===== config.mk =====
export PLATFORM = sky130hd
export DESIGN_NAME = ecp_svc_ctrl
export DESIGN_NICKNAME = d
export VERILOG_FILES = /design/src/rtl/ecp_svc_pkg.sv /design/src/rtl/ecp_byte_fifo.sv /design/src/rtl/ecp_fault_irq.sv /design/src/rtl/ecp_svc_event.sv /design/src/rtl/ecp_svc_ctrl.sv
export SDC_FILE = /design/constraint.sdc
export NUM_CORES = 1
export LEC_CHECK = 0
export BUFFER_PORTS_ARGS = -buffer_cell sky130_fd_sc_hd__buf_2
export CAP_MARGIN = 20
export CORE_UTILIZATION = 46
export CTS_BUF_LIST = sky130_fd_sc_hd__clkbuf_4 sky130_fd_sc_hd__clkbuf_8 sky130_fd_sc_hd__clkbuf_16
export DETAILED_ROUTE_END_ITERATION = 10
export PLACE_DENSITY = 0.65
export SLEW_MARGIN = 15
export SYNTH_ARGS = -nofsm -noshare
export SYNTH_HDL_FRONTEND = slang
export SYNTH_SLANG_ARGS = --single-unit

===== constraint.sdc =====
create_clock -name clk -period 6.9 [get_ports clk]
set_input_delay 1.035 -clock clk [delete_from_list [all_inputs] [get_ports clk]]
set_output_delay 1.035 -clock clk [all_outputs]
set_load 0.005 [all_outputs]

===== src/rtl/ecp_svc_pkg.sv =====
// Package: control register layout shared by the controller and its checker.
// Assumes an 8-bit control register; bit positions are fixed because software decodes them.
package ecp_svc_pkg;
    localparam int BIT_EMPTY   = 0;
    localparam int BIT_FULL    = 1;
    localparam int BIT_SVC     = 2;
    localparam int BIT_DMA     = 3;
    localparam int BIT_ERR_DIS = 4;
    localparam int MODE_LSB    = 5;

    // Writable part of the control register.
    typedef struct packed {
        logic [2:0] mode;
        logic       err_dis;
        logic       dma_en;
        logic       svc;
    } ctl_t;

    localparam ctl_t CTL_RESET = '{mode: 3'd0, err_dis: 1'b1, dma_en: 1'b0, svc: 1'b1};

    // Builds the read value from the stored fields and the live FIFO flags.
    function automatic logic [7:0] ctl_read(input ctl_t c, input logic full, input logic empty);
        return {c.mode, c.err_dis, c.dma_en, c.svc, full, empty};
    endfunction
endpackage


===== src/rtl/ecp_byte_fifo.sv =====
// Module: ecp_byte_fifo
// Single-clock FIFO with show-ahead head output and an occupancy count.
// Assumes: pushes into a full FIFO and pops from an empty one are dropped;
// a push and a pop in the same cycle are both honoured when legal.
module ecp_byte_fifo #(
    parameter int DEPTH = 16,
    parameter int DW    = 8,
    localparam int AW   = (DEPTH > 1) ? $clog2(DEPTH) : 1,
    localparam int CW   = $clog2(DEPTH + 1)
) (
    input  logic          clk,
    input  logic          rst_n,
    input  logic          push,
    input  logic [DW-1:0] push_data,
    input  logic          pop,
    output logic [DW-1:0] head,
    output logic [CW-1:0] count,
    output logic          full,
    output logic          empty
);
    localparam logic [AW-1:0] LAST = AW'(DEPTH - 1);
    localparam logic [CW-1:0] FULL_C = CW'(DEPTH);

    logic [DW-1:0] mem [DEPTH];
    logic [AW-1:0] wr_ptr, rd_ptr;
    logic          do_push, do_pop;

    assign full    = (count == FULL_C);
    assign empty   = (count == '0);
    assign do_push = push && !full;
    assign do_pop  = pop && !empty;
    assign head    = mem[rd_ptr];

    // Storage write; contents need no reset.
    always_ff @(posedge clk) begin
        if (do_push) mem[wr_ptr] <= push_data;
    end

    // Pointer and occupancy update.
    always_ff @(posedge clk) begin
        if (!rst_n) begin
            wr_ptr <= '0;
            rd_ptr <= '0;
            count  <= '0;
        end else begin
            if (do_push) wr_ptr <= (wr_ptr == LAST) ? '0 : wr_ptr + 1'b1;
            if (do_pop)  rd_ptr <= (rd_ptr == LAST) ? '0 : rd_ptr + 1'b1;
            if (do_push && !do_pop)      count <= count + 1'b1;
            else if (do_pop && !do_push) count <= count - 1'b1;
        end
    end
endmodule


===== src/rtl/ecp_fault_irq.sv =====
// Module: ecp_fault_irq
// Synchronizes the active-low fault line and raises a one-cycle event on its
// falling edge while enabled, or when software enables it while the line is low.
// Assumes the line idles high; the synchronizer resets to the idle level.
module ecp_fault_irq #(
    parameter int SYNC_STAGES = 2
) (
    input  logic clk,
    input  logic rst_n,
    input  logic nfault_in,
    input  logic err_dis,
    input  logic enable_wr,
    output logic line_low,
    output logic evt
);
    logic [SYNC_STAGES-1:0] sync_q;
    logic                   prev_q;
    logic                   fall;

    // Synchronizer chain plus one history flop for edge detection.
    always_ff @(posedge clk) begin
        if (!rst_n) begin
            sync_q <= '1;
            prev_q <= 1'b1;
        end else begin
            sync_q <= {sync_q[SYNC_STAGES-2:0], nfault_in};
            prev_q <= sync_q[SYNC_STAGES-1];
        end
    end

    assign line_low = !sync_q[SYNC_STAGES-1];
    assign fall     = prev_q && line_low;

    // Event: edge while enabled, or enable being cleared over a low line.
    always_comb begin
        evt = (!err_dis && fall) || (err_dis && enable_wr && line_low);
    end
endmodule


===== src/rtl/ecp_svc_event.sv =====
// Module: ecp_svc_event
// Selects the service condition from DMA enable and direction.
// Assumes the count is the FIFO occupancy, from 0 to DEPTH.
module ecp_svc_event #(
    parameter int DEPTH = 16,
    parameter int WR_TH = 8,
    parameter int RD_TH = 8,
    localparam int CW   = $clog2(DEPTH + 1)
) (
    input  logic          dma_en,
    input  logic          dir,
    input  logic          dma_tc,
    input  logic [CW-1:0] count,
    output logic          cond
);
    localparam logic [CW-1:0] DEPTH_C = CW'(DEPTH);
    localparam logic [CW-1:0] WR_TH_C = CW'(WR_TH);
    localparam logic [CW-1:0] RD_TH_C = CW'(RD_TH);

    logic [CW-1:0] free_cnt;
    assign free_cnt = DEPTH_C - count;

    // Mode-dependent condition.
    always_comb begin
        if (dma_en)   cond = dma_tc;
        else if (dir) cond = (count >= RD_TH_C);
        else          cond = (free_cnt >= WR_TH_C);
    end
endmodule


===== src/rtl/ecp_svc_ctrl.sv =====
// Module: ecp_svc_ctrl (top)
// Control register, shared FIFO routing, self-disabling service latch and
// merged interrupt pulse for an enhanced parallel port.
// Assumes a single clock domain except for nfault, which is synchronized here.
module ecp_svc_ctrl
    import ecp_svc_pkg::*;
#(
    parameter int DEPTH = 16,
    parameter int WR_TH = 8,
    parameter int RD_TH = 8,
    localparam int CW   = $clog2(DEPTH + 1)
) (
    input  logic       clk,
    input  logic       rst_n,
    input  logic       dir,
    input  logic       host_wr_en,
    input  logic [7:0] host_wr_data,
    input  logic       host_rd_en,
    output logic [7:0] host_rd_data,
    input  logic       per_push,
    input  logic [7:0] per_push_data,
    input  logic       per_pop,
    output logic [7:0] per_pop_data,
    input  logic       reg_wr_en,
    input  logic [7:0] reg_wdata,
    output logic [7:0] reg_rdata,
    input  logic       dma_tc,
    input  logic       nfault,
    output logic       irq,
    output logic       dma_req_en
);
    ctl_t          ctl_q;
    logic          f_push, f_pop, f_full, f_empty;
    logic [7:0]    f_wdata, f_head;
    logic [CW-1:0] f_count;
    logic          svc_cond, svc_evt, flt_evt, flt_low, irq_q;

    // Direction routes one writer and one reader onto the shared FIFO.
    always_comb begin
        f_push  = dir ? per_push      : host_wr_en;
        f_wdata = dir ? per_push_data : host_wr_data;
        f_pop   = dir ? host_rd_en    : per_pop;
    end

    ecp_byte_fifo #(.DEPTH(DEPTH), .DW(8)) u_fifo (
        .clk(clk), .rst_n(rst_n),
        .push(f_push), .push_data(f_wdata), .pop(f_pop),
        .head(f_head), .count(f_count), .full(f_full), .empty(f_empty)
    );

    ecp_svc_event #(.DEPTH(DEPTH), .WR_TH(WR_TH), .RD_TH(RD_TH)) u_evt (
        .dma_en(ctl_q.dma_en), .dir(dir), .dma_tc(dma_tc),
        .count(f_count), .cond(svc_cond)
    );

    ecp_fault_irq #(.SYNC_STAGES(2)) u_flt (
        .clk(clk), .rst_n(rst_n), .nfault_in(nfault),
        .err_dis(ctl_q.err_dis),
        .enable_wr(reg_wr_en && !reg_wdata[BIT_ERR_DIS]),
        .line_low(flt_low), .evt(flt_evt)
    );

    assign svc_evt = !ctl_q.svc && svc_cond;

    // Control register: software writes win; otherwise hardware may set the latch.
    always_ff @(posedge clk) begin
        if (!rst_n) begin
            ctl_q <= CTL_RESET;
        end else if (reg_wr_en) begin
            ctl_q.mode    <= reg_wdata[7:MODE_LSB];
            ctl_q.err_dis <= reg_wdata[BIT_ERR_DIS];
            ctl_q.dma_en  <= reg_wdata[BIT_DMA];
            ctl_q.svc     <= reg_wdata[BIT_SVC];
        end else if (svc_evt) begin
            ctl_q.svc <= 1'b1;
        end
    end

    // One-cycle interrupt pulse from either source.
    always_ff @(posedge clk) begin
        if (!rst_n) irq_q <= 1'b0;
        else        irq_q <= svc_evt || flt_evt;
    end

    assign irq          = irq_q;
    assign dma_req_en   = ctl_q.dma_en && !ctl_q.svc;
    assign reg_rdata    = ctl_read(ctl_q, f_full, f_empty);
    assign host_rd_data = f_head;
    assign per_pop_data = f_head;
endmodule


==> results of run 1 <==
## per-layer routing
layer  up-vias  share of wire [%]  track usage [%]
met5         -                  0                0
met4         0                1.5             7.42
met3        16                8.1             4.42
met2       126                 49             29.8
met1      1696                 42             24.5
li1       1554                  -                -
## cells in the mapped netlist, drive strengths merged, types with 2 or more instances
master	number
edfxtp	128
inv	6
nand2b	3
nand3	5
nor3	3
buf	23
dfxtp	27
or2	2
o21ai	3
and4	3
and3	4
nor2b	4
nor2	17
a22oi	16
mux4	32
nand2	20
nor3b	4
clkbuf	8
o211ai	3
a21oi	9
ha	11
and2	9
xnor2	3
mux2	8
mux2i	10
## kinds of logic (layout without fill, tap and decap cells)
group                      Yosys count  count (layout)  share of synthesized area [%]
xor gates and xnor gates             4               4                          0.551
muxes                               50              50                           14.3
AOI/OAI and AO/OA                   39              39                           4.19
DFF                                155             155                           68.9
adders and majority gates           12              12                           2.48
buffers and inverters               37              98                           3.11
and+or+nand+nor                     78              78                           6.41
## sequential cells by signal (all words and copies together) (netlist names), named ones only
signal         cells
u_flt.sync_q       2
u_flt.prev_q       1
u_fifo.count       5
u_fifo.wr_ptr      4
u_fifo.mem       128
irq                1
reg_rdata          6
u_fifo.rd_ptr      4
## power by group through the flow
stage | Sequential (uW) | Clock [uW] | Combinational, uW
3_5_place_dp | 1120 | 0 | 540
2_1_floorplan | 1110 | 0 | 432
6_report | 1100 | 929 | 535
3_3_place_gp | 1120 | 0 | 529
5_1_grt | 1110 | 980 | 599
4_1_cts | 1100 | 942 | 543
## path summary, 6_finish.rpt
| path | from | to | slack (ps) | cells after the start |
|---|---|---|---|---|
| worst max register to register | u_fifo.count[0] | u_fifo.count[4] | 3750 | 11 |
| worst min register to register | u_flt.sync_q[0] | u_flt.sync_q[1] | 420 | 1 |
| worst min-delay path | u_flt.sync_q[0] | u_flt.sync_q[1] | 420 | 1 |
| worst max-delay path | flip-flop | host_rd_data[0] | 3420 | 5 |
## metrics by stage
step	utilization (%)	power [uW]	instance area (sq um)	std cells
finish	54.8	2560	7310	612
global route	54.8	2690	7310	612
CTS	54.8	2590	7310	612
detailed placement	50.3	1660	6710	580
global placement	50.3	1650	6710	580
floorplan	-	1540	6360	375
## layout make-up
type / instances / share of cell area [%]
Sequential cell: 155 / 60.0
Multi-Input combinational cell: 183 / 24.3
Clock buffer: 24 / 6.54
Timing Repair Buffer: 60 / 4.21
Tap cell: 176 / 3.01
Clock inverter: 8 / 1.63
Inverter: 6 / 0.308
## layout by cell type, fill, tap and decap left out, types with 10 or more instances in the layout
| cell | count |
|---|---|
| a22oi_1 | 16 |
| mux4_2 | 32 |
| mux2i_1 | 10 |
| nor2_1 | 17 |
| nand2_1 | 20 |
| edfxtp_1 | 128 |
| ha_1 | 11 |
| clkbuf_16 | 17 |
| dfxtp_1 | 26 |
| buf_2 | 57 |
## worst max-delay path, cell delays in order (launching register included)
cell	delay, ps
dfxtp_2	310
buf_4	510
mux4_2	590
a22oi_1	260
nand2_1	160
buf_2	160
==> summary.txt, run 1 <==
STA
  • Max Slew Vio Count: 0
  • Final WS setup: 3420 ps
  • Hold Vio Cnt, Final: 0
  • Slew margin rel.: between 30% and 40%
  • Hold Slack: 421 ps
  • Unrepaired setup endpoints after global routing: false
  • Clock Skew: about 6.9 ps
  • Final Cycle Share: 50.4%
  • Worst-Margin Slew: roughly 960 ps
  • Final min period: 3480 ps
  • Setup TNS: 0 ps
  • Setup-failing EPs final: 0
  • Fmax: roughly 290 MHz

Critical path
  • Critical Path RT: 5860 ps
  • Critical path endpoint category: primary output
  • Crit start category: flip-flop
  • Critical path class: flip-flop to primary output
  • CP arrival: roughly 2400 ps
  • Crit path max fanout: 32

Synth
  • Unique cell type count in the Yosys netlist: 43
  • Mapped Area: 0.00636 sq mm
  • Sequential area share after synthesis: 68.9%
  • Avg Inst Size Synth: 17.0 sq um
  • Warnings, synthesis: 0
  • Post-Synthesis Cells: 375
  • #FFs+latches synth: 155
  • Top_reg_cell synth: edfxtp_1
  • Post-synth ARST share: 0%
  • Synth area leader: edfxtp_1
  • Ranking of synthesized cells by area: edfxtp_1 (60%), mux4_2 (11%), dfxtp_1 (8.5%), ha_1 (2.2%), a22oi_1 (1.9%)
  • Syn nets: roughly 420
  • Share of the synthesized area in the top cell type: around three fifths
  • Post-synth EDFFs: 128

CTS
  • CTS Buf Count: 17
  • CTS Buffer Depth: 2
  • Clock slew at the register clock pins of the worst setup and hold paths: about 60 ps
  • Post-CTS repair timing setup buffer count: 0
  • # clock sinks: 155
  • CTS Root Cell: clkbuf_16
  • CTS tree: done
  • CTS resizes: 0
  • CTS Hold Bufs: 0
  • Later-pin clock latency in the skew report: 410 ps
  • H-tree depth: 4

Place
  • Place WS: 3340 ps
  • DP Wirelength: 7.54 mm
  • Input/output buffers: 57
  • Placer Congestion: 0.761

Route
  • Via Count: 3392
  • Vias per cell: 5.54
  • WL/cell: 19.6 um
  • First-pass DRT Iterations: 4
  • Antenna Nets Post-Route: 0
  • # DRC: 0
  • Starting DRT DRC Count: 265
  • WL final: 12.0 mm

Pwr
  • Clock network power share: 36.2%
  • VDD IR max: 0.206 mV
  • Lkg Pwr: 0.00257 uW
  • Sw power: roughly 650 uW
  • PD cells: 351 mW/mm^2
  • Comb power frac: about a fifth
  • Sequential share of power: a little over two fifths
  • Pint: 1910 uW
  • Switch share: 25.4%

Die
  • Die W: about 120 um
  • Die area: 0.0143 sq mm
  • Initial Util: 47.6%
  • Core ar.: 0.0133 sq mm
  • FP Rows: 42
  • Die Y: 120 um
  • Ports: 60

Global routing
  • Antenna violations before repair: 0
  • Vias in the first global route: between 3000 and 4000
  • Grt ovf: 0
  • First-pass GRT wire length: 19.0 mm
  • Largest net degree at the start of global routing: 33
  • Gr usage total: 18.6%

Cells and area
  • Final #Nets: 469
  • P&R area growth vs syn: 15.0%
  • Fill cells: 1075
  • Register area: 0.00439 sq mm
  • Share of layout cells above drive strength 1: 30.5%
  • N_diodes: 0
  • Area of the multi-input gates: between 0.0015 and 0.002 sq mm

Status
  • Status: finished, final reports clean

Flow run
  • Total of max-cap violations: 0

Worst hold path
  • Hold Crit Class: flip-flop to flip-flop
Power figures use the tool's default switching activity.
==> run 2, diff against run 1 <==
--- a/config.mk
+++ b/config.mk
@@ -5,6 +5,7 @@
 export SDC_FILE = /design/constraint.sdc
 export NUM_CORES = 1
 export LEC_CHECK = 0
+export ABC_AREA = 1
 export BUFFER_PORTS_ARGS = -buffer_cell sky130_fd_sc_hd__buf_2
 export CAP_MARGIN = 20
 export CORE_UTILIZATION = 46
==> constraint.sdc (replaced) <==
create_clock -name clk -period 3.5 [get_ports clk]
set_input_delay 0.525 -clock clk [delete_from_list [all_inputs] [get_ports clk]]
set_output_delay 0.525 -clock clk [all_outputs]
set_load 0.005 [all_outputs]
==> summary.txt, run 2 <==
Status
  • Status: finished, final reports clean

Route
  • Starting DRT DRC Count: 367
  • WL/cell: 16.0 um
  • WL final: 13.8 mm
  • Via Count: 4490
  • First-pass DRT Iterations: 5
  • Antenna Nets Post-Route: 0
  • # DRC: 0
  • Vias per cell: 5.18

Global routing
  • Vias in the first global route: 4255
  • GR met2 Demand/Resource: 33.8%
  • First-pass GRT wire length: 21.8 mm
  • Grt ovf: 0
  • Gr usage total: 20.0%
  • Largest net degree at the start of global routing: 63
  • Antenna violations before repair: 0
  • GR met3 Demand/Resource: about 3.8%
  • Global Route met1 Usage: 24.9%
  • GRT Max-Usage Layer: met2

Worst hold path
  • Hold Crit Class: input pin to flip-flop

STA
  • Slew margin rel.: 45.5%
  • Final min period: 2730 ps
  • Fmax: roughly 370 MHz
  • Final Cycle Share: around four fifths
  • Max Slew Vio Count: 0
  • Unrepaired setup endpoints after global routing: false
  • Worst-Margin Slew: 817 ps
  • Setup TNS: 0 ps
  • Hold Slack: approximately 300 ps
  • Setup-failing EPs final: 0
  • Hold Vio Cnt, Final: 0
  • Clock Skew: 6.64 ps

Critical path
  • Critical path endpoint category: primary output
  • Crit start category: flip-flop
  • Critical path class: flip-flop to primary output
  • Crit path max fanout: 62
  • CP arrival: 2210 ps
  • Critical Path RT: 2970 ps

Place
  • Placer Congestion: 0.763
  • DP Wirelength: 8.93 mm
  • Placed Area: about 0.007 sq mm
  • Input/output buffers: 57

Synth
  • Avg Inst Size Synth: 10.7 sq um
  • Synth area leader: edfxtp_1
  • Post-Synthesis Cells: 628
  • Ranking of synthesized cells by area: edfxtp_1 (57%), dfxtp_1 (8.1%), nand2_1 (5.4%), inv_1 (4.6%), nand3_1 (4.5%)
  • Post-synth EDFFs: 128
  • #FFs+latches synth: between 150 and 200
  • Count leader, synth: edfxtp_1
  • Top_reg_cell synth: edfxtp_1
  • Warnings, synthesis: 0
  • Share of the synthesized area in the top cell type: between 50% and 60%
  • Unique cell type count in the Yosys netlist: 28
  • Post-synth ARST share: 0%
  • Mapped Area: 0.00671 sq mm
  • Synth cell count leaders: edfxtp_1 (128), nand2_1 (96), inv_1 (83)
  • Syn nets: 674
  • Sequential area share after synthesis: 65.4%

Cells and area
  • Reg with most FFs: u_fifo.mem
  • Non-Filler Cell Area, Final: 0.00769 sq mm
  • Most frequent cells in the layout: edfxtp_1 (128), nand2_1 (96), inv_1 (83)
  • Final #Nets: 719
  • Share of layout cells above drive strength 1: 15.9%
  • Max reg flops: 128
  • N_diodes: 0
  • P&R area growth vs syn: 14.7%
  • Commonest non-fill, non-tap cell in the layout: edfxtp_1

CTS
  • CTS Root Cell: clkbuf_16
  • # clock sinks: 155
  • CTS Buffer Depth: 2
  • Later-pin clock latency in the skew report: 420 ps
  • Clock slew at the register clock pins of the worst setup and hold paths: approximately 60 ps
  • H-tree depth: 4
  • CTS resizes: 0
  • CTS Buf Count: 17
  • CTS Hold Bufs: 0
  • CTS tree: done
  • Post-CTS repair timing setup buffer count: 0

Pwr
  • VDD IR max: 0.360 mV
  • Lkg Pwr: 0.00304 uW
  • PD cells: 688 mW/mm^2

Die
  • Ports: 60
  • Core ar.: 0.0140 sq mm
  • Die W: 123 um
  • Die area: ~0.015 sq mm
  • FP Rows: between 40 and 50
  • Die Y: 123 um
  • Initial Util: 47.8%

Flow run
  • Total of max-cap violations: 0
-- run 2: cell count changes in the layout (fill, tap and decap cells not counted), moves of 10 or more --
cell	before	now
nand2_1	20	96
o21ai_0	3	43
mux4_2	32	0
nor2_1	17	42
nand3_1	5	60
mux2i_1	10	0
inv_1	5	83
a21oi_1	9	45
a22oi_1	16	0
o211ai_1	3	32
-- run 2: cells by family after synthesis --
logic type	count (synthesis)	synth area share (%)
AOI/OAI and AO/OA	124	10.5
xor gates and xnor gates	4	0.522
adders and majority gates	12	2.35
buffers and inverters	126	8.08
DFF	155	65.4
and+or+nand+nor	207	13.2
-- run 2: report_power, final --
part / switching [uW] / internal, uW
clock network: 695 / 1100
logic: 724 / 489
registers: 171 / 2120
-- run 2: layout make-up --
cell class / instances / area, sq um
Timing Repair Buffer: 66 / 378
Inverter: 86 / 323
Multi-Input combinational cell: 347 / 1780
Fill cell: 1159 / 6350
Tap cell: 180 / 225
Sequential cell: 155 / 4390
Clock buffer: 24 / 548
Clock inverter: 8 / 47.5
-- run 2: worst max-delay path: stages (launching register included) --
cell	delay (ps)
dfxtp_4	740
buf_4	360
a21oi_1	90
o21ai_0	130
nand3_1	150
nand3_1	120
nand2_1	70
buf_2	130
-- run 2: per-layer routing --
metal / share of wire (%) / wire length (um)
met1: 43 / 5960
met2: 49 / 6810
met3: 6.1 / 842
met4: 1.6 / 216
met5: 0 / 0
-- run 2: final timing paths --
path	start	endpoint	slack, ps	depth (start not counted)
worst max-delay path	flip-flop	per_pop_data[6]	770	7
worst min-delay path	nfault	u_flt.sync_q[0]	300	2
worst max register to register	u_fifo.count[0]	u_fifo.count[3]	920	14
worst min register to register	u_flt.sync_q[0]	u_flt.sync_q[1]	420	1
-- run 2: through the flow --
step | worst slack, ps | total power [uW] | util [%] | cells
finish | 769 | 5300 | 54.8 | 866
global route | 589 | 5610 | 54.8 | 866
CTS | 726 | 5340 | 54.8 | 866
detailed placement | 873 | 3540 | 50.5 | 834
global placement | 908 | 3500 | 50.5 | 834
floorplan | 1200 | 3230 | - | 628
